`src/rtl/pkp_pkg.sv`:
```
package pkp_pkg;
  localparam int CENT_W = 10;
  typedef logic [CENT_W-1:0] cents_t;

  typedef enum logic [1:0] {
    PH_INSERT = 2'd0,
    PH_REMOVE = 2'd1,
    PH_PAY    = 2'd2,
    PH_PAID   = 2'd3
  } phase_e;

  localparam logic [3:0]  DIG_BLANK   = 4'hF;
  localparam logic [15:0] SHOW_INSERT = 16'hAAAA;
  localparam logic [15:0] SHOW_REMOVE = 16'hBBBB;

  // Subtract a coin from the amount owed; never goes below zero.
  function automatic cents_t sub_clamp(cents_t owed, cents_t coin);
    if (owed <= coin) return '0;
    return owed - coin;
  endfunction

  // Amount owed as a blank digit followed by dollars, dimes and cents.
  function automatic logic [15:0] amount_digits(cents_t c);
    logic [3:0] d_hi, d_mid, d_lo;
    d_hi  = 4'(c / cents_t'(100));
    d_mid = 4'((c / cents_t'(10)) % cents_t'(10));
    d_lo  = 4'(c % cents_t'(10));
    return {DIG_BLANK, d_hi, d_mid, d_lo};
  endfunction
endpackage

```
`src/rtl/pkp_sync.sv`:
```
module pkp_sync #(
  parameter int N = 4
) (
  input  logic         clk,
  input  logic         rst,
  input  logic [N-1:0] raw,
  output logic [N-1:0] lvl,
  output logic [N-1:0] prv
);
  for (genvar i = 0; i < N; i++) begin : g_ch
    logic s1, s2, s3;
    always_ff @(posedge clk) begin
      if (rst) begin
        s1 <= 1'b0;
        s2 <= 1'b0;
        s3 <= 1'b0;
      end else begin
        s1 <= raw[i];
        s2 <= s1;
        s3 <= s2;
      end
    end
    assign lvl[i] = s2;
    assign prv[i] = s3;
  end
endmodule

```
`src/rtl/pkp_tick_gen.sv`:
```
module pkp_tick_gen #(
  parameter int TICK_CYCLES = 50_000_000
) (
  input  logic clk,
  input  logic rst,
  input  logic clr,
  output logic tick
);
  localparam int TW = (TICK_CYCLES > 1) ? $clog2(TICK_CYCLES) : 1;
  localparam logic [TW-1:0] LAST = TW'(TICK_CYCLES - 1);

  logic [TW-1:0] cnt;

  always_ff @(posedge clk) begin
    if (rst || clr)       cnt <= '0;
    else if (cnt == LAST) cnt <= '0;
    else                  cnt <= cnt + 1'b1;
  end

  assign tick = (cnt == LAST) && !clr;
endmodule

```
`src/rtl/pkp_display.sv`:
```
module pkp_display
  import pkp_pkg::*;
(
  input  phase_e      phase,
  input  cents_t      owed,
  output logic [15:0] digits
);
  always_comb begin
    unique case (phase)
      PH_INSERT: digits = SHOW_INSERT;
      PH_REMOVE: digits = SHOW_REMOVE;
      default:   digits = amount_digits(owed);
    endcase
  end
endmodule

```
`src/rtl/parking_pay_ctrl.sv`:
```
module parking_pay_ctrl
  import pkp_pkg::*;
#(
  parameter int     TICK_CYCLES  = 50_000_000,
  parameter int     PROMPT_TICKS = 2,
  parameter int     PAID_TICKS   = 2,
  parameter cents_t FEE_CENTS    = 10'd150,
  parameter cents_t COIN_HI      = 10'd50,
  parameter cents_t COIN_MID     = 10'd20,
  parameter cents_t COIN_LO      = 10'd10
) (
  input  logic        clk,
  input  logic        rst,
  input  logic        btn_ticket,
  input  logic        btn_coin50,
  input  logic        btn_coin20,
  input  logic        btn_coin10,
  output logic [15:0] digits
);
  localparam int NBTN  = 4;
  localparam int HMAX  = (PROMPT_TICKS > PAID_TICKS) ? PROMPT_TICKS : PAID_TICKS;
  localparam int HW    = $clog2(HMAX + 1) + 1;
  localparam logic [HW-1:0] H_PROMPT = HW'(PROMPT_TICKS);
  localparam logic [HW-1:0] H_PAID   = HW'(PAID_TICKS);
  localparam logic [HW-1:0] H_SAT    = HW'(HMAX);
  localparam int B_TK = 0, B_C10 = 1, B_C20 = 2, B_C50 = 3;

  // Synchronised levels and edge pulses
  logic [NBTN-1:0] lvl, prv, rise_v;
  logic            tk_fall;

  pkp_sync #(.N(NBTN)) u_sync (
    .clk (clk),
    .rst (rst),
    .raw ({btn_coin50, btn_coin20, btn_coin10, btn_ticket}),
    .lvl (lvl),
    .prv (prv)
  );

  assign rise_v  = lvl & ~prv;
  assign tk_fall = ~lvl[B_TK] & prv[B_TK];

  // Phase state
  phase_e          phase, phase_nxt;
  cents_t          owed, owed_nxt;
  logic [HW-1:0]   hold_cnt;
  logic            tk_in, tk_out;

  // Named internal events
  logic   tick;
  logic   phase_change;
  logic   prompt_done;
  logic   paid_done;
  logic   coin_accept;
  cents_t coin_val;

  assign phase_change = (phase_nxt != phase);
  assign prompt_done  = (hold_cnt >= H_PROMPT);
  assign paid_done    = (hold_cnt >= H_PAID);
  assign coin_accept  = (phase == PH_PAY) &&
                        (rise_v[B_C50] || rise_v[B_C20] || rise_v[B_C10]);

  always_comb begin
    if (rise_v[B_C50])      coin_val = COIN_HI;
    else if (rise_v[B_C20]) coin_val = COIN_MID;
    else                    coin_val = COIN_LO;
  end

  pkp_tick_gen #(.TICK_CYCLES(TICK_CYCLES)) u_tick (
    .clk  (clk),
    .rst  (rst),
    .clr  (phase_change),
    .tick (tick)
  );

  // Next-phase logic
  always_comb begin
    phase_nxt = phase;
    owed_nxt  = owed;
    unique case (phase)
      PH_INSERT: begin
        if ((tk_in || rise_v[B_TK]) && prompt_done) phase_nxt = PH_REMOVE;
      end
      PH_REMOVE: begin
        if ((tk_out || tk_fall) && prompt_done) begin
          phase_nxt = PH_PAY;
          owed_nxt  = FEE_CENTS;
        end
      end
      PH_PAY: begin
        if (coin_accept) begin
          owed_nxt = sub_clamp(owed, coin_val);
          if (owed <= coin_val) phase_nxt = PH_PAID;
        end
      end
      PH_PAID: begin
        if (paid_done) phase_nxt = PH_INSERT;
      end
      default: phase_nxt = PH_INSERT;
    endcase
  end

  always_ff @(posedge clk) begin
    if (rst) begin
      phase <= PH_INSERT;
      owed  <= '0;
    end else begin
      phase <= phase_nxt;
      owed  <= owed_nxt;
    end
  end

  // Ticks spent in the current phase, saturating
  always_ff @(posedge clk) begin
    if (rst || phase_change)       hold_cnt <= '0;
    else if (tick && hold_cnt < H_SAT) hold_cnt <= hold_cnt + 1'b1;
  end

  // Ticket insertion and withdrawal flags
  always_ff @(posedge clk) begin
    if (rst) begin
      tk_in  <= 1'b0;
      tk_out <= 1'b0;
    end else begin
      if (phase_change)                                   tk_in <= 1'b0;
      else if (phase == PH_INSERT && rise_v[B_TK])        tk_in <= 1'b1;

      if (phase == PH_PAY || phase == PH_PAID)            tk_out <= 1'b0;
      else if (tk_fall && (phase == PH_REMOVE ||
               (phase == PH_INSERT && (tk_in || rise_v[B_TK])))) tk_out <= 1'b1;
    end
  end

  pkp_display u_disp (
    .phase  (phase),
    .owed   (owed),
    .digits (digits)
  );
endmodule

```
`config.mk`:
```
export PLATFORM = sky130hd
export DESIGN_NAME = parking_pay_ctrl
export DESIGN_NICKNAME = d
export VERILOG_FILES = /design/src/rtl/pkp_pkg.sv /design/src/rtl/pkp_sync.sv /design/src/rtl/pkp_tick_gen.sv /design/src/rtl/pkp_display.sv /design/src/rtl/parking_pay_ctrl.sv
export SDC_FILE = /design/constraint.sdc
export NUM_CORES = 1
export LEC_CHECK = 0
export ABC_AREA = 1
export BUFFER_PORTS_ARGS = -buffer_cell sky130_fd_sc_hd__buf_2
export CAP_MARGIN = 20
export CORE_ASPECT_RATIO = 2
export CORE_MARGIN = 10
export CORE_UTILIZATION = 60
export DETAILED_ROUTE_END_ITERATION = 8
export PLACE_DENSITY = 0.78
export RECOVER_POWER = 25
export SLEW_MARGIN = 10
export SYNTH_ARGS = -nofsm -noshare
export SYNTH_HDL_FRONTEND = slang
export SYNTH_SLANG_ARGS = --single-unit
export TNS_END_PERCENT = 5
```
`constraint.sdc`:
```
create_clock -name clk -period 7.28 [get_ports clk]
set_clock_uncertainty 0.2 [all_clocks]
set_input_delay 1.456 -clock clk [delete_from_list [all_inputs] [get_ports clk]]
set_output_delay 1.456 -clock clk [all_outputs]
set_load 0.05 [all_outputs]
```
## Yosys cells after proc, flatten, opt, wreduce, memory -nomap -nowiden

Index checks and enable logic that the tools add are counted.

- $add $sub $neg: 3
- Divide/modulo/power cells: 4
- Magnitude comparators: 3
- Equality and inequality tests: 7
- Mux-type cells: 17
- Bitwise gates (word level): 4
- Reductions and logical operators: 22

Operator list:

| operator | number |
|---|---|
| two-way mux 10 bit | 4 |
| case mux 15 bit (2 select lines) | 1 |
| adder 26 x 1 -> 26 bit (second input constant) | 1 |
| equality test 26 bit (second input constant) | 1 |
| remainder unit 10 x 4 -> 10 bit (second input constant) | 2 |
| case mux 10 bit (2 select lines) | 1 |
| divider 10 x 4 -> 10 bit (second input constant) | 1 |
| divider 10 x 7 -> 10 bit (second input constant) | 1 |
| <= comparator 10 bit | 1 |
| two-way mux 2 bit | 5 |
| subtractor 10 bit | 1 |
| logical AND 1 bit | 8 |
| case mux 2 bit (4 select lines) | 1 |
| logical OR 1 bit | 7 |
| two-way mux 6 bit | 1 |
| OR reduction 2 bit | 3 |
| two-way mux 5 bit | 1 |
| bitwise AND 4 bit | 1 |
| equality test 2 bit (second input constant) | 2 |
| inequality test 2 bit (second input constant) | 2 |
| NOT 4 bit | 1 |
| adder 3 x 1 -> 3 bit (second input constant) | 1 |
| >= comparator 3 x 2 -> 1 bit (second input constant) | 1 |
| < comparator 3 x 2 -> 1 bit (second input constant) | 1 |
| 9 further kinds | 11 |

- Register bits: 55
- Input port bits: 6
- Output and inout bits: 16
- Word-level logic and storage cells: 78

## Depth between registers and ports, before layout

Gate-level depths: netlist of the first run.

- Depth after elaboration: 12
- Mapped depth: 51
- Depth with buffers taken out: 50

## Modules after synthesis

Synthesis of the first run repeated with hierarchy kept, for this count alone.

- Cells, all modules: 728
- Area total of the unflattened synthesis: 4539.4 sq um

Modules (own cells, without submodules):

| module | instances | cells each | area an instance (sq um) | seq. area each (sq um) |
|---|---|---|---|---|
| pkp_display | 1 | 319 | 1729.2 | 0.0 |
| pkp_tick_gen | 1 | 222 | 1401.3 | 520.5 |
| parking_pay_ctrl | 1 | 142 | 1007.2 | 320.3 |
| pkp_sync | 1 | 45 | 401.6 | 240.2 |

## Least setup slack after synthesis of the first run

OpenSTA, ideal clock, no wires.

- Path type: register -> output
- From: register owed[9]
- To: output port digits[6]
- Arrival: 4.966 ns
- Required time: 5.624 ns
- Slack: 0.658 ns
- Stages on the path, launching flop included: 47
- Cells stage by stage: dfxtp_1 -> buf_4 -> inv_2 -> nand2_2 -> nand4_4 -> nand2_4 -> nand2_2 -> nand2_2 -> inv_2 -> nand2_4 -> nand3_2 -> nand2_4 -> nand2_2 -> nand2_4 -> nand2_4 -> nand2_1 -> nand2_1 -> inv_2 -> [... 11 more ...] -> nand2_1 -> nand2_4 -> nor2_8 -> nand3_4 -> nand2_1 -> nand2_1 -> inv_2 -> ha_1 -> nand3_1 -> a21oi_1 -> nand3_2 -> nand4_4 -> nand2_1 -> and2_1 -> ha_1 -> inv_1 -> nor2_1 -> nor2_1

- Cells in the longest elaborated chain, start to end: 3

RTL lines:

| what | RTL line | source |
|---|---|---|
| from (decl) | parking_pay_ctrl.sv:45 | `cents_t owed, owed_nxt;` |
| from (signal assigned) | parking_pay_ctrl.sv:109 | `owed <= owed_nxt;` |
| divider 10 x 4 -> 10 bit | pkp_pkg.sv:26 | `d_mid = 4'((c / cents_t'(10)) % cents_t'(10));` |
| remainder unit 10 x 4 -> 10 bit | pkp_pkg.sv:26 |  |
| case mux 15 bit (2 select lines) | pkp_display.sv:9 | `unique case (phase)` |
| to (decl) | parking_pay_ctrl.sv:18 | `output logic [15:0] digits` |

No other way between the ends.

## Worst setup path in the final report of the first run

- From: register owed[7]
- To: output port digits[7]

Same word-level chain as after synthesis.

==> results of run 1 <==
-- sequential cells by signal (all words and copies together) (netlist names) --
register        count
u_sync.g_ch.s2      4
u_tick.cnt         26
owed                9
tk_in               1
hold_cnt            3
u_sync.g_ch.s3      4
u_sync.g_ch.s1      4
tk_out              1
phase               2
-- placed cells by master, fill, tap and decap left out, types with 4 or more instances in the layout --
cell type,count
sky130_fd_sc_hd__buf_2,15
sky130_fd_sc_hd__nand2_2,24
sky130_fd_sc_hd__a31oi_1,4
sky130_fd_sc_hd__a211oi_1,6
sky130_fd_sc_hd__ha_1,13
sky130_fd_sc_hd__buf_4,22
sky130_fd_sc_hd__nor2_1,72
sky130_fd_sc_hd__xnor2_1,6
sky130_fd_sc_hd__nor4_1,4
sky130_fd_sc_hd__clkbuf_16,5
sky130_fd_sc_hd__nand3_1,58
sky130_fd_sc_hd__nand2_4,17
sky130_fd_sc_hd__o21ai_0,15
sky130_fd_sc_hd__nand2_1,120
sky130_fd_sc_hd__nand4_1,14
sky130_fd_sc_hd__nand3_2,7
sky130_fd_sc_hd__inv_2,11
sky130_fd_sc_hd__nor3b_1,4
sky130_fd_sc_hd__xor2_1,11
sky130_fd_sc_hd__nor3_1,12
sky130_fd_sc_hd__dfxtp_1,50
sky130_fd_sc_hd__nand3_4,6
sky130_fd_sc_hd__a21oi_1,27
sky130_fd_sc_hd__inv_1,100
-- layout make-up --
type                            count  area (sq um)
Sequential cell                    54          1090
Timing Repair Buffer               42           283
Tap cell                           90           113
Clock buffer                        5           125
Fill cell                         642          2040
Clock inverter                      3          28.8
Inverter                          113           427
Multi-Input combinational cell    463          2780
-- per-stage QoR --
step / hold WS, ps / instances / TNS (ps)
5_1_grt: 219 / 770 / -359
2_1_floorplan: 188 / 640 / 0
6_report: 204 / 770 / 0
3_3_place_gp: 190 / 739 / 0
3_5_place_dp: 195 / 739 / 0
4_1_cts: 205 / 747 / 0
-- logic make-up after synthesis --
kind of cell             after synthesis  synth area share [%]
AO/OA/AOI/OAI                         73                  11.1
XOR/XNOR                              17                  3.54
adder cells (fa/ha/maj)               16                  4.94
buffers and inverters                124                  11.6
flip-flops                            54                  25.7
other                                  1                0.0893
AND/OR/NAND/NOR                      354                  42.9
-- where the power goes --
group          switching (W)  leakage, nW  total [W]  internal (W)
registers         0.00000173        0.441   0.000300      0.000298
clock network       0.000118       0.0759   0.000249      0.000131
logic              0.0000154         1.85  0.0000222    0.00000687
-- worst reg2reg max path, cell delays in order (launching register included) --
cell and delay [ps]:
sky130_fd_sc_hd__dfxtp_1 310, sky130_fd_sc_hd__inv_1 40, sky130_fd_sc_hd__or2_2 290, sky130_fd_sc_hd__o21ai_0 120, sky130_fd_sc_hd__ha_1 240, sky130_fd_sc_hd__nand2_1 90
sky130_fd_sc_hd__o21ai_0 250, sky130_fd_sc_hd__inv_1 60, sky130_fd_sc_hd__o21ai_0 290, sky130_fd_sc_hd__nor2_1 130, sky130_fd_sc_hd__a21oi_1 140, sky130_fd_sc_hd__nor2_1 90
sky130_fd_sc_hd__a221oi_1 360, sky130_fd_sc_hd__xor2_1 140, sky130_fd_sc_hd__nor2_1 320, sky130_fd_sc_hd__nand2_1 560, sky130_fd_sc_hd__nor3b_1 360
-- timing repair --
item	CTS	global route
setup buffers	0	22
pin swaps	0	28
gates resized for setup	5	41
cloned	0	1
endpoints found under the setup margin	3	3
-- path summary, 6_finish.rpt --
check                           slack [ps]                            to  cells past startpoint                          from
worst max-delay path                   240                     digits[7]                     43          owed[7]$_SDFFE_PP0P_
worst min-delay path                   200  u_sync.g_ch[1].s2$_SDFF_PP0_                      2  u_sync.g_ch[1].s1$_SDFF_PP0_
worst max register to register        3200     u_tick.cnt[18]$_SDFF_PP0_                     16  u_sync.g_ch[3].s2$_SDFF_PP0_
worst min register to register         200  u_sync.g_ch[1].s2$_SDFF_PP0_                      2  u_sync.g_ch[1].s1$_SDFF_PP0_
-- layer usage --
metal	share of wire [%]	wire [um]	global-route usage [%]	vias up
li1	-	-	-	2140
met1	35	3810	16.4	1947
met2	57	6070	35.0	109
met5	0	0	0	-
met4	4.8	511	11.9	0
met3	3.2	345	3.05	45
==> run summary, run 1 <==
Yosys instantiated no cell more often than sky130_fd_sc_hd__nand2_1. Broken down by cell family, the worst path's largest delay share belongs to simple AND/OR/NAND/NOR gates. The tools report the type of origin of the critical path as a register.

Subtracting the final worst setup slack from the clock period gives 7040 ps. After detailed routing, the number of remaining DRC violations is 0. The largest single stage delay on the critical path is 400 ps. In this run the power density over the cells is 118 nW/um^2.

Data on the critical path is required at its endpoint by 5620 ps. The critical path is of the register to output port type. Derived from the worst setup path, the maximum achievable clock frequency is 142 MHz. The largest vdd supply drop came out at 221 uV. The reported max-cap violation count was 0. The flow ran to the end, and the final reports show no timing, DRC or antenna violations. For the global-route congestion overflow total, the log shows 0. The run gives 2.36 nW as the cell leakage power.

Synthesis inferred 54 register bits. After synthesis the cells add up to 4200 sq um. Of all nets on the critical path, the largest fanout is 6. The slowest stage of the critical path is the sky130_fd_sc_hd__dfxtp_4 cell. The overall die height is 138 um, and the maximum number of buffers from clock root to sink is 2.

The core region is 6890 sq um. The cell type with the highest aggregate area in the netlist is sky130_fd_sc_hd__dfxtp_1. Synthesis handed over a netlist of 639 instances. Buffers inserted during clock tree synthesis total 5.

The final layout contains routed wiring with a total length of 10700 um. The clock insertion delay at the later pin of the skew report is 300 ps, and the synthesis warning total is 0. Dividing the synthesized area by the synthesized cell count gives 6.58 sq um. In the synthesized netlist the dominant register cell turns out to be sky130_fd_sc_hd__dfxtp_1.

Final-report hold violation count: 0. By instance count, the cell type seen most on the critical path is sky130_fd_sc_hd__nand2_1. The worst pin sits at a relative slew slack of 41.9%. The count of clock tree sinks came out at 54. At the worst endpoint, the arrival time is 5390 ps. The first global-routing pass estimated 16700 um of wire.

At the end of the flow, the number of nets in the layout was 701. Number of antenna violations at the first check in global routing: 0. The run gives 18.3% as the global-route usage over all layers. The maximum number of pins on one net before global-route repair is 25, and the total die area is 11000 sq um.

The via count normalized by instance count is 5.51, and the via count of the routed design is 4241. The number of buffers and inverters on the critical path is 6. The portion of the post-synthesis area used by sequential elements was 25.7%; the count of routing violations after the opening detailed-route iteration was 228.

The fraction of the cycle the final worst path needs is 96.7%. The commonest cells after synthesis are 126 x sky130_fd_sc_hd__nand2_1, 100 x sky130_fd_sc_hd__inv_1, 73 x sky130_fd_sc_hd__nor2_1. The floorplan has 43 rows. In the synthesized netlist the async set-or-reset flop fraction comes to 0%.

The total power was 0.000572 W. TritonCTS built the clock tree. The utilization after layout came out at 70.4%. Clock tree synthesis selected as its root buffer the cell sky130_fd_sc_hd__clkbuf_16. For the number of diodes added for antenna fixing, the log shows 0. Summed over all nets, the half-perimeter wirelength after detailed placement is 8050 um. After routing the design area is 4850 sq um. The initial core utilization was 61.0%; the number of iterations in the first detailed-routing pass was 4.

In this run the cell area measured after placement is 4360 sq um. The number of global-route vias before repair is 4018. The synthesized design contains 0 enable-type register cells.

After synthesis, the cell types taking the most area are sky130_fd_sc_hd__dfxtp_1 26%, sky130_fd_sc_hd__nand2_1 11%, sky130_fd_sc_hd__inv_1 8.9%. Timing analysis after detailed placement gives a worst setup slack of 136 ps. After clock tree synthesis, the clock-pin slew on the worst setup and hold paths is 80 ps. The logs give 47 for the count of unique library cells instantiated by Yosys and 238 ps for the worst setup slack after layout. In the final routed layout, each cell accounts on average for 13.9 um. Final max-slew violation count: 0.

The detail route stage leaves a number of antenna-violating nets equal to 0. The run gives 22 as the top-level I/O count. The congestion estimate from routability-driven global placement came to 0.915.

The die is 79.2 um wide. Of the post-synthesis cell area, the dominant cell type holds 25.7%. The number of levels the H-tree was split into is 2. The tools report the number of hold buffers added after cts as 0. The sort of element at the end of the critical path is an output port. The signed area change from the synthesized netlist to the final layout works out to 15.4%. Input and output buffers added on the ports amount to 19. The final count of negative-setup-slack endpoints is 0, and the ratio of cells with drive above 1 in the final layout is 20.4%. Actual transition at the worst max-transition pin: 863 ps. The class of the most critical hold timing path was register to register.
Power figures use the tool's default switching activity.
==> run 2, diff against run 1 <==
ABC_CLOCK_PERIOD_IN_PS = 6000   (was not set)
CORE_UTILIZATION = 56   (was 60)
CTS_BUF_LIST = sky130_fd_sc_hd__clkbuf_16   (was not set)
PLACE_DENSITY = 0.77   (was 0.78)
clock period = 6 ns   (was 7.28 ns; I/O delays follow)
==> run 2 against run 1 <==
  * The run now ends with setup timing left
  * Count of clock-buffer cells in the layout is the same
  * Final cell count grew 4.7%
  * Total power grew 17%
  * Core utilization grew 2.2 points
  * Critical path depth grew 3
  * Critical endpoint is now digits[6]
==> run summary, run 2 (synthesized netlist as in run 1, its figures left out) <==
The top cell types in the final layout, fill and taps aside, are 98 x sky130_fd_sc_hd__inv_1, 98 x sky130_fd_sc_hd__nand2_1, 69 x sky130_fd_sc_hd__nor2_1. The total buffers and inverters traversed by the critical path is 8 (+2), and the number of iterations in the first detailed-routing pass is 4 (unchanged). The run gives 0.000523 W (+20%) as the total internal power. Path type of the worst setup path: register to output port. Setup repair after global routing could not meet its margin everywhere.

The global-route wire length before repair is 17500 um (+4.8%). The number of buffer cells added on primary ports was 19 (unchanged). The final count of negative-setup-slack endpoints was 3 (+3).

Number of hold buffers added after cts: 0 (unchanged). Actual transition at the worst max-transition pin: 942 ps (+78.4 ps). Worst-path cell with the longest stage delay: sky130_fd_sc_hd__dfxtp_4. The register with the most flip-flops in the final layout is u_tick.cnt.

The placeable core area is 7270 sq um (+5.5%). The run gives 0 (unchanged) as the final-report hold violation count. The logs give 290 ps (about the same) for the clock insertion delay at the later pin of the skew report and 1770 ps (-1430 ps) for the register-to-register setup slack. The logs give 0 (unchanged) for the count of antenna-violating nets left after detailed routing and 8220 um (+2.1%) for the half-perimeter wire length of the detailed placement result. The routed wire length per instance came out at 13.4 um (-4.0%). For the reported max-cap violation count, the log shows 0 (unchanged). The count of clock tree sinks is 54 (unchanged), and the maximum number of pins on one net before global-route repair is 25 (unchanged).

The areal power density over the cells is 127 nW/um^2 (+7.5%), and the number of levels the H-tree was split into is 2 (unchanged). The remaining max-slew budget at the tightest pin was 37.2% (-4.7 points); the flip-flop count of the largest register, all copies and words added was 26 (unchanged). The run gives 0 (unchanged) as the number of diodes added for antenna fixing. The standard-cell row count is 44 (+2.3%), and the horizontal extent of the die is 81.3 um (+2.6%). The clock edge transition at the registers on the reported setup and hold paths works out to 60 ps (-20 ps). The combinational fraction of design power was 4.1% (+0.2 points); the residual DRC count was 0 (unchanged). For the number of non-filler instances in the completed layout, the log shows 806 (+4.7%). The highest fanout seen on the critical path is 5 (-1), and the final critical delay including setup and external delays is 6510 ps. Class of the most critical hold timing path: register to register.

The run finished, with violations left. The ratio of cells with drive above 1 in the final layout was 28.9% (+8.4 points). Library cell used as clock root buffer: sky130_fd_sc_hd__clkbuf_16.

In the final layout, the registers with the most flip-flops are u_tick.cnt x26, owed x9. The tools report the worst endpoint required time as 4600 ps (-1020 ps). The run gives 57.8% (-3.2 points) as the initial core utilization.

For the via count of the routed design, the log shows 4370 (+3.0%). For the relative contribution of the clock network to total power, the log shows 41.4% (-2.2 points). Of the available clock period, the critical path in the final layout requires 108%. For the count of routing violations after the opening detailed-route iteration, the log shows 194 (-15%). The storage element area came out at 1090 sq um (unchanged).

The sort of element at the end of the critical path is an output port. The run gives 0 (unchanged) as the number of antenna violations at the first check in global routing. The total die area was 11600 sq um (+5.7%); the number of fill cells in the layout was 618 (-3.7%). The via count normalized by instance count was 5.42 (-1.6%); the final max-slew violation count was 0 (unchanged). The overall die height was 142 um (+3.0%).

STA classifies the critical path startpoint as a register. The signed area change from the synthesized netlist to the final layout works out to 25.6%. The weighted congestion reported at the end of routability-driven placement is 0.908 (-0.74%), and the share of total power in sequential cells is 54.4% (+1.9 points).

For the global-route usage over all layers, the log shows 18.2% (-0.052 points). The total power was 0.000669 W (+17%); the cell leakage power was 2.55 nW (+8.1%). Worst setup slack after layout: -508 ps (-746 ps). The final routed wirelength across all metal layers is 10800 um (+0.47%), and the highest achievable clock rate is 154 MHz. The maximum single-stage delay on the critical path was 380 ps (-20 ps); the net switching power of the design was 0.000146 W (+8.3%).

The reg-to-reg startpoint was u_sync.g_ch[3].s2$_SDFF_PP0_. TritonCTS built the clock tree. The maximum number of buffers from clock root to sink is 2 (unchanged). The startpoint identified for the worst hold timing path is u_sync.g_ch[0].s1$_SDFF_PP0_. The kind of cell with the highest combined delay along the critical path is simple AND/OR/NAND/NOR gates. The switching share of power is 21.9% (-1.8 points). The final reports fail on setup timing. For the top-level I/O count, the log shows 22 (unchanged). The arrival time reported for the critical path endpoint was 5110 ps (-280 ps).

The largest vdd supply drop is 225 uV (+2.0%), and the final layout net count is 736 (+5.0%). The cell that appears most often on the critical path is sky130_fd_sc_hd__nand2_2. The global-route congestion overflow total is 0 (unchanged).

The total placed cells including tap cells is 786 (+6.4%), and the multi-input gate area in the final layout is 2920 sq um (+5.0%). The number of global-route vias before repair is 4363 (+8.6%). Tracing the worst setup path back leads to its startpoint at owed[7]$_SDFFE_PP0P_.

Number of buffers inserted during clock tree synthesis: 5 (unchanged).
==> run 2: changes by cell type in the layout (fill, tap and decap cells not counted), moves of 3 or more <==
| cell | previous run | this run |
|---|---|---|
| sky130_fd_sc_hd__buf_6 | 3 | 7 |
| sky130_fd_sc_hd__nand2_4 | 17 | 20 |
| sky130_fd_sc_hd__nor2_1 | 72 | 69 |
| sky130_fd_sc_hd__nand2_2 | 24 | 43 |
| sky130_fd_sc_hd__nand2_1 | 120 | 98 |
| sky130_fd_sc_hd__buf_4 | 22 | 53 |
| sky130_fd_sc_hd__nand3_1 | 58 | 53 |
| sky130_fd_sc_hd__nand3_2 | 7 | 11 |
==> run 2: layout make-up <==
| cell class | instances | area share [%] |
|---|---|---|
| well taps | 92 | 2.18 |
| inverters | 113 | 8.08 |
| clock inverters | 2 | 0.284 |
| multi-input cells | 462 | 55.3 |
| flip-flops and latches | 54 | 20.7 |
| clock buffers | 5 | 2.37 |
| repair buffers | 78 | 11.1 |
==> run 2: per-layer routing <==
layer | vias up | GRT usage (%) | wire length [um]
met5 | - | 0 | 0
met4 | 0 | 8.80 | 384
met3 | 33 | 2.03 | 325
met2 | 94 | 36.9 | 6270
met1 | 2037 | 16.5 | 3810
li1 | 2206 | - | -
==> run 2: worst paths after layout <==
kind                             endpoint  cells after the start
max                             digits[6]                     46
min          u_sync.g_ch[0].s2$_SDFF_PP0_                      2
max reg2reg      u_tick.cnt[2]$_SDFF_PP0_                     16
min reg2reg  u_sync.g_ch[0].s2$_SDFF_PP0_                      2
==> run 2: power groups by stage <==
stage                logic, W  clock network, W  registers, W
floorplan           0.0000224                 0      0.000373
global placement    0.0000266                 0      0.000374
detailed placement  0.0000276                 0      0.000374
CTS                 0.0000281          0.000282      0.000364
global route        0.0000317          0.000295      0.000365
finish              0.0000277          0.000277      0.000364
==> run 2: worst reg2reg max path, stage by stage, from the launching register on <==
cell and delay [ps]:
sky130_fd_sc_hd__dfxtp_1 310, sky130_fd_sc_hd__inv_1 40, sky130_fd_sc_hd__or2_2 290, sky130_fd_sc_hd__o21ai_0 120, sky130_fd_sc_hd__ha_1 230, sky130_fd_sc_hd__nand2_1 90
sky130_fd_sc_hd__o21ai_0 270, sky130_fd_sc_hd__inv_1 60, sky130_fd_sc_hd__o21ai_0 330, sky130_fd_sc_hd__nor2_1 130, sky130_fd_sc_hd__a21oi_1 130, sky130_fd_sc_hd__nor2_1 100
sky130_fd_sc_hd__a221oi_1 360, sky130_fd_sc_hd__xor2_1 140, sky130_fd_sc_hd__nor2_1 370, sky130_fd_sc_hd__nand2_1 580, sky130_fd_sc_hd__nor3b_1 390
==> run 2: through the flow <==
step	utilization [%]	hold WS [ps]	setup slack, ps	cell area (sq um)	setup TNS (ps)
2_1_floorplan	-	188	-8.89	4220	-14.8
3_5_place_dp	64.8	195	-313	4710	-765
5_1_grt	72.6	211	-897	5280	-2650
3_3_place_gp	64.8	189	-76.9	4710	-77.3
6_report	72.6	203	-508	5280	-1510
4_1_cts	67.8	204	-382	4930	-1110
==> run 2: what timing repair did <==
item | in CTS | in global routing
pin swaps | 8 | 52
endpoints found under the setup margin | 3 | 3
buffers inserted | 1 | 12
gates resized for setup | 24 | 66
==> run 3, diff against run 2 <==
ABC_CLOCK_PERIOD_IN_PS = 5900   (was 6000)
CTS_CLUSTER_SIZE = 14   (was not set)
clock period = 5.9 ns   (was 6 ns; I/O delays follow)
==> run 3 against run 2 <==
  * The run still ends with setup timing left
  * Core utilization rose by 0.33 points
  * Clock power rose by 17%
  * Sequential share of layout area fell by 0.093 points
  * Wire length rose by 2.2%
  * Critical path depth fell by 4
  * Worst setup slack improved by 19 ps
  * Global-route usage rose by 1.2 points
  * Largest power group unchanged
  * Highest routed layer unchanged
==> run summary, run 3 (synthesized netlist as in run 1, its figures left out) <==
The number of buffer cells added on primary ports works out to 19 (unchanged). The most critical setup path has its startpoint at owed[7]$_SDFFE_PP0P_. The final layout net count came out at 740 (+0.54%). The run gives 25 (unchanged) as the maximum number of pins on one net before global-route repair. The highest fanout seen on the critical path came out at 6 (+1).

The logs give 2900 sq um (-0.73%) for the multi-input gate area in the final layout and -1420 ps (+95.1 ps) for the summed negative setup slack over all endpoints. Based on the critical path, the design can be clocked at up to 157 MHz. The logs give 257 uV (+14%) for the largest vdd supply drop and 0 (unchanged) for the reported max-cap violation count. The total die area is 11600 sq um (unchanged), and the worst endpoint required time is 4520 ps (-80 ps). The logs give 44.8% (+3.4 points) for the relative contribution of the clock network to total power and 22 (unchanged) for the top-level I/O count.

The placeable core area is 7270 sq um (unchanged). For the clock insertion delay at the later pin of the skew report, the log shows 300 ps (about the same). The global-route usage over all layers is 19.5% (+1.2 points), and the number of antenna violations at the first check in global routing is 0 (unchanged). Setup repair after global routing could not meet its margin everywhere.

Largest delay contributor family on the critical path: simple AND/OR/NAND/NOR gates. The standard-cell row count is 44 (unchanged), and the signed area change from the synthesized netlist to the final layout is 26.2%. Number of fill cells in the layout: 591 (-4.4%).

The tools report the number of diodes added for antenna fixing as 0 (unchanged). In this run the worst hold path is classified as register to register. In the final layout, the registers with the most flip-flops are u_tick.cnt x26, owed x9. In the layout the commonest cells are 109 x sky130_fd_sc_hd__nand2_1, 97 x sky130_fd_sc_hd__inv_1, 68 x sky130_fd_sc_hd__nor2_1. The weighted congestion reported at the end of routability-driven placement is 0.909 (about the same). The tools report the combinational fraction of design power as 3.8% (-0.3 points). Type of origin of the critical path: a register.

The run gives 57.8% (unchanged) as the initial core utilization. The run gives 11000 um (+2.2%) as the final routed wirelength across all metal layers. The register-to-register setup slack is 1690 ps (-80 ps), and the flip-flop count of the largest register, all copies and words added is 26 (unchanged). The via count normalized by instance count works out to 5.41 (-0.18%).

The logs give -489 ps (+18.9 ps) for the worst setup slack after layout and 201 ps (-1.62 ps) for the final-layout worst hold slack. Leaving out fill and tap cells, the most frequent cell in the layout is sky130_fd_sc_hd__nand2_1. The number of global-route vias before repair was 4563 (+4.6%); the clock edge transition at the registers on the reported setup and hold paths was 70 ps (about the same). Worst-path cell with the longest stage delay: sky130_fd_sc_hd__dfxtp_4. The final-report hold violation count is 0 (unchanged).

The via count of the routed design is 4384 (+0.32%), and the count of clock tree sinks is 54 (unchanged). The ratio of cells with drive above 1 in the final layout works out to 27.9% (-1.0 points). The arrival time reported for the critical path endpoint was 5010 ps (-100 ps). The flow ran to the end, but the final reports show violations.

The residual DRC count is 0 (unchanged). The library cell used as clock root buffer was sky130_fd_sc_hd__clkbuf_16. The number of iterations in the first detailed-routing pass came out at 4 (unchanged). The endpoint identified for the worst register-to-register timing path is u_tick.cnt[15]$_SDFF_PP0_. The cell count of the worst reg-to-reg path is 16 (unchanged), and the switching share of power is 20.6% (-1.3 points). The worst setup path is captured at an output port. The tools report the reg-to-reg startpoint as u_sync.g_ch[3].s2$_SDFF_PP0_. The overall die height was 142 um (unchanged). The number of levels the H-tree was split into is 2 (unchanged), and the routed wire length per instance is 13.6 um (+1.7%). The count of antenna-violating nets left after detailed routing was 0 (unchanged).

Maximum number of buffers from clock root to sink: 2 (unchanged). The tools report the global-route wire length before repair as 18600 um (+6.2%). The final count of negative-setup-slack endpoints came out at 3 (unchanged). TritonCTS built the clock tree.

The half-perimeter wire length of the detailed placement result was 8310 um (+1.1%); the remaining max-slew budget at the tightest pin was 39.1% (+1.9 points). The number of buffers inserted during clock tree synthesis is 5 (unchanged). The cell leakage power was 2.61 nW (+2.1%); the global-route congestion overflow total was 0 (unchanged). The tools report the total placed cells including tap cells as 789 (+0.38%).

Dividing the final minimum period by the clock period gives 108%. The total buffers and inverters traversed by the critical path was 6 (-2); the number of non-filler instances in the completed layout was 810 (+0.50%). The tools report the net switching power of the design as 0.000148 W (+1.5%). The path type of the worst setup path was register to output port. The horizontal extent of the die was 81.3 um (unchanged). The final reports fail on setup timing. u_tick.cnt holds more flip-flops than any other register. The final critical delay including setup and external delays is 6390 ps, and the share of total power in sequential cells is 51.4% (-3.0 points).

By instance count, the cell type seen most on the critical path is sky130_fd_sc_hd__nand2_4. The critical path endpoint was digits[7]. The number of hold buffers added after cts came out at 0 (unchanged).

Cell depth of the worst setup path: 42 (-8.7%). The storage element area came out at 1090 sq um (unchanged). For the total internal power, the log shows 0.000573 W (+9.7%). The actual transition at the worst max-transition pin was 914 ps (-27.9 ps).

The maximum single-stage delay on the critical path is 410 ps (+30 ps), and the count of routing violations after the opening detailed-route iteration is 285 (+47%). Areal power density over the cells: 136 nW/um^2 (+7.4%). The tools report the final max-slew violation count as 0 (unchanged).
run 3: changes by cell type in the layout (fill, tap and decap cells not counted), sizes merged:
cell | previous run | this run
buf | 76 | 80
clkinvlp | 2 | 0
bufinv | 0 | 1
clkinv | 1 | 2
run 3: how the worst min path moves through the flow:
stage	startpoint	endpoint	slack (ps)	depth (start not counted)
after floorplan	u_sync.g_ch[0].s1$_SDFF_PP0_	u_sync.g_ch[0].s2$_SDFF_PP0_	190	2
after global placement	u_sync.g_ch[3].s1$_SDFF_PP0_	u_sync.g_ch[3].s2$_SDFF_PP0_	190	2
after detailed placement	u_sync.g_ch[2].s1$_SDFF_PP0_	u_sync.g_ch[2].s2$_SDFF_PP0_	190	2
after CTS	u_sync.g_ch[2].s1$_SDFF_PP0_	u_sync.g_ch[2].s2$_SDFF_PP0_	200	2
after global routing	u_sync.g_ch[1].s1$_SDFF_PP0_	u_sync.g_ch[1].s2$_SDFF_PP0_	230	2
final	u_sync.g_ch[2].s1$_SDFF_PP0_	u_sync.g_ch[2].s2$_SDFF_PP0_	200	2
run 3: metrics by stage:
stage	power (W)	util (%)	setup WS, ps	instance area (sq um)
4_1_cts	0.000727	71.8	-343	5220
2_1_floorplan	0.000403	-	-65.5	4230
3_3_place_gp	0.000407	65.2	-158	4740
5_1_grt	0.000737	73.0	-844	5300
3_5_place_dp	0.000408	65.2	-363	4740
6_report	0.000722	73.0	-489	5300
run 3: power groups by stage:
stage / sequential (W) / clock, W / combinational, W
2_1_floorplan: 0.000380 / 0 / 0.0000228
3_3_place_gp: 0.000380 / 0 / 0.0000269
3_5_place_dp: 0.000380 / 0 / 0.0000275
4_1_cts: 0.000371 / 0.000328 / 0.0000280
5_1_grt: 0.000371 / 0.000334 / 0.0000321
6_report: 0.000371 / 0.000323 / 0.0000277
run 3: worst min-delay path, cell delays in order (launching register included):
cell	delay, ps
sky130_fd_sc_hd__dfxtp_1	290
sky130_fd_sc_hd__inv_1	40
sky130_fd_sc_hd__nor2_1	30
run 3: timing repair:
item                                    in CTS  in global routing
gates resized for setup                     64                 16
pin swaps                                   31                 28
gates cloned                                 0                  0
endpoints found under the hold margin        0                  0
buffers inserted                            10                  4
endpoints found under the setup margin       3                  3
run 3: final cells by class:
| class | instances | share of cell area [%] |
|---|---|---|
| clock buffer | 5 | 2.36 |
| multi-input combinational | 462 | 54.6 |
| sequential | 54 | 20.6 |
| inverter | 113 | 8.05 |
| clock inverter | 2 | 0.637 |
| tap | 92 | 2.17 |
| timing repair buffer | 82 | 11.5 |
run 3: layer usage:
metal	GRT usage (%)	vias to the layer above	share of wire, %
met3	2.22	36	1.9
li1	-	2218	-
met1	17.3	2064	36
met5	0	-	0
met4	10.5	0	4.3
met2	39.2	66	58
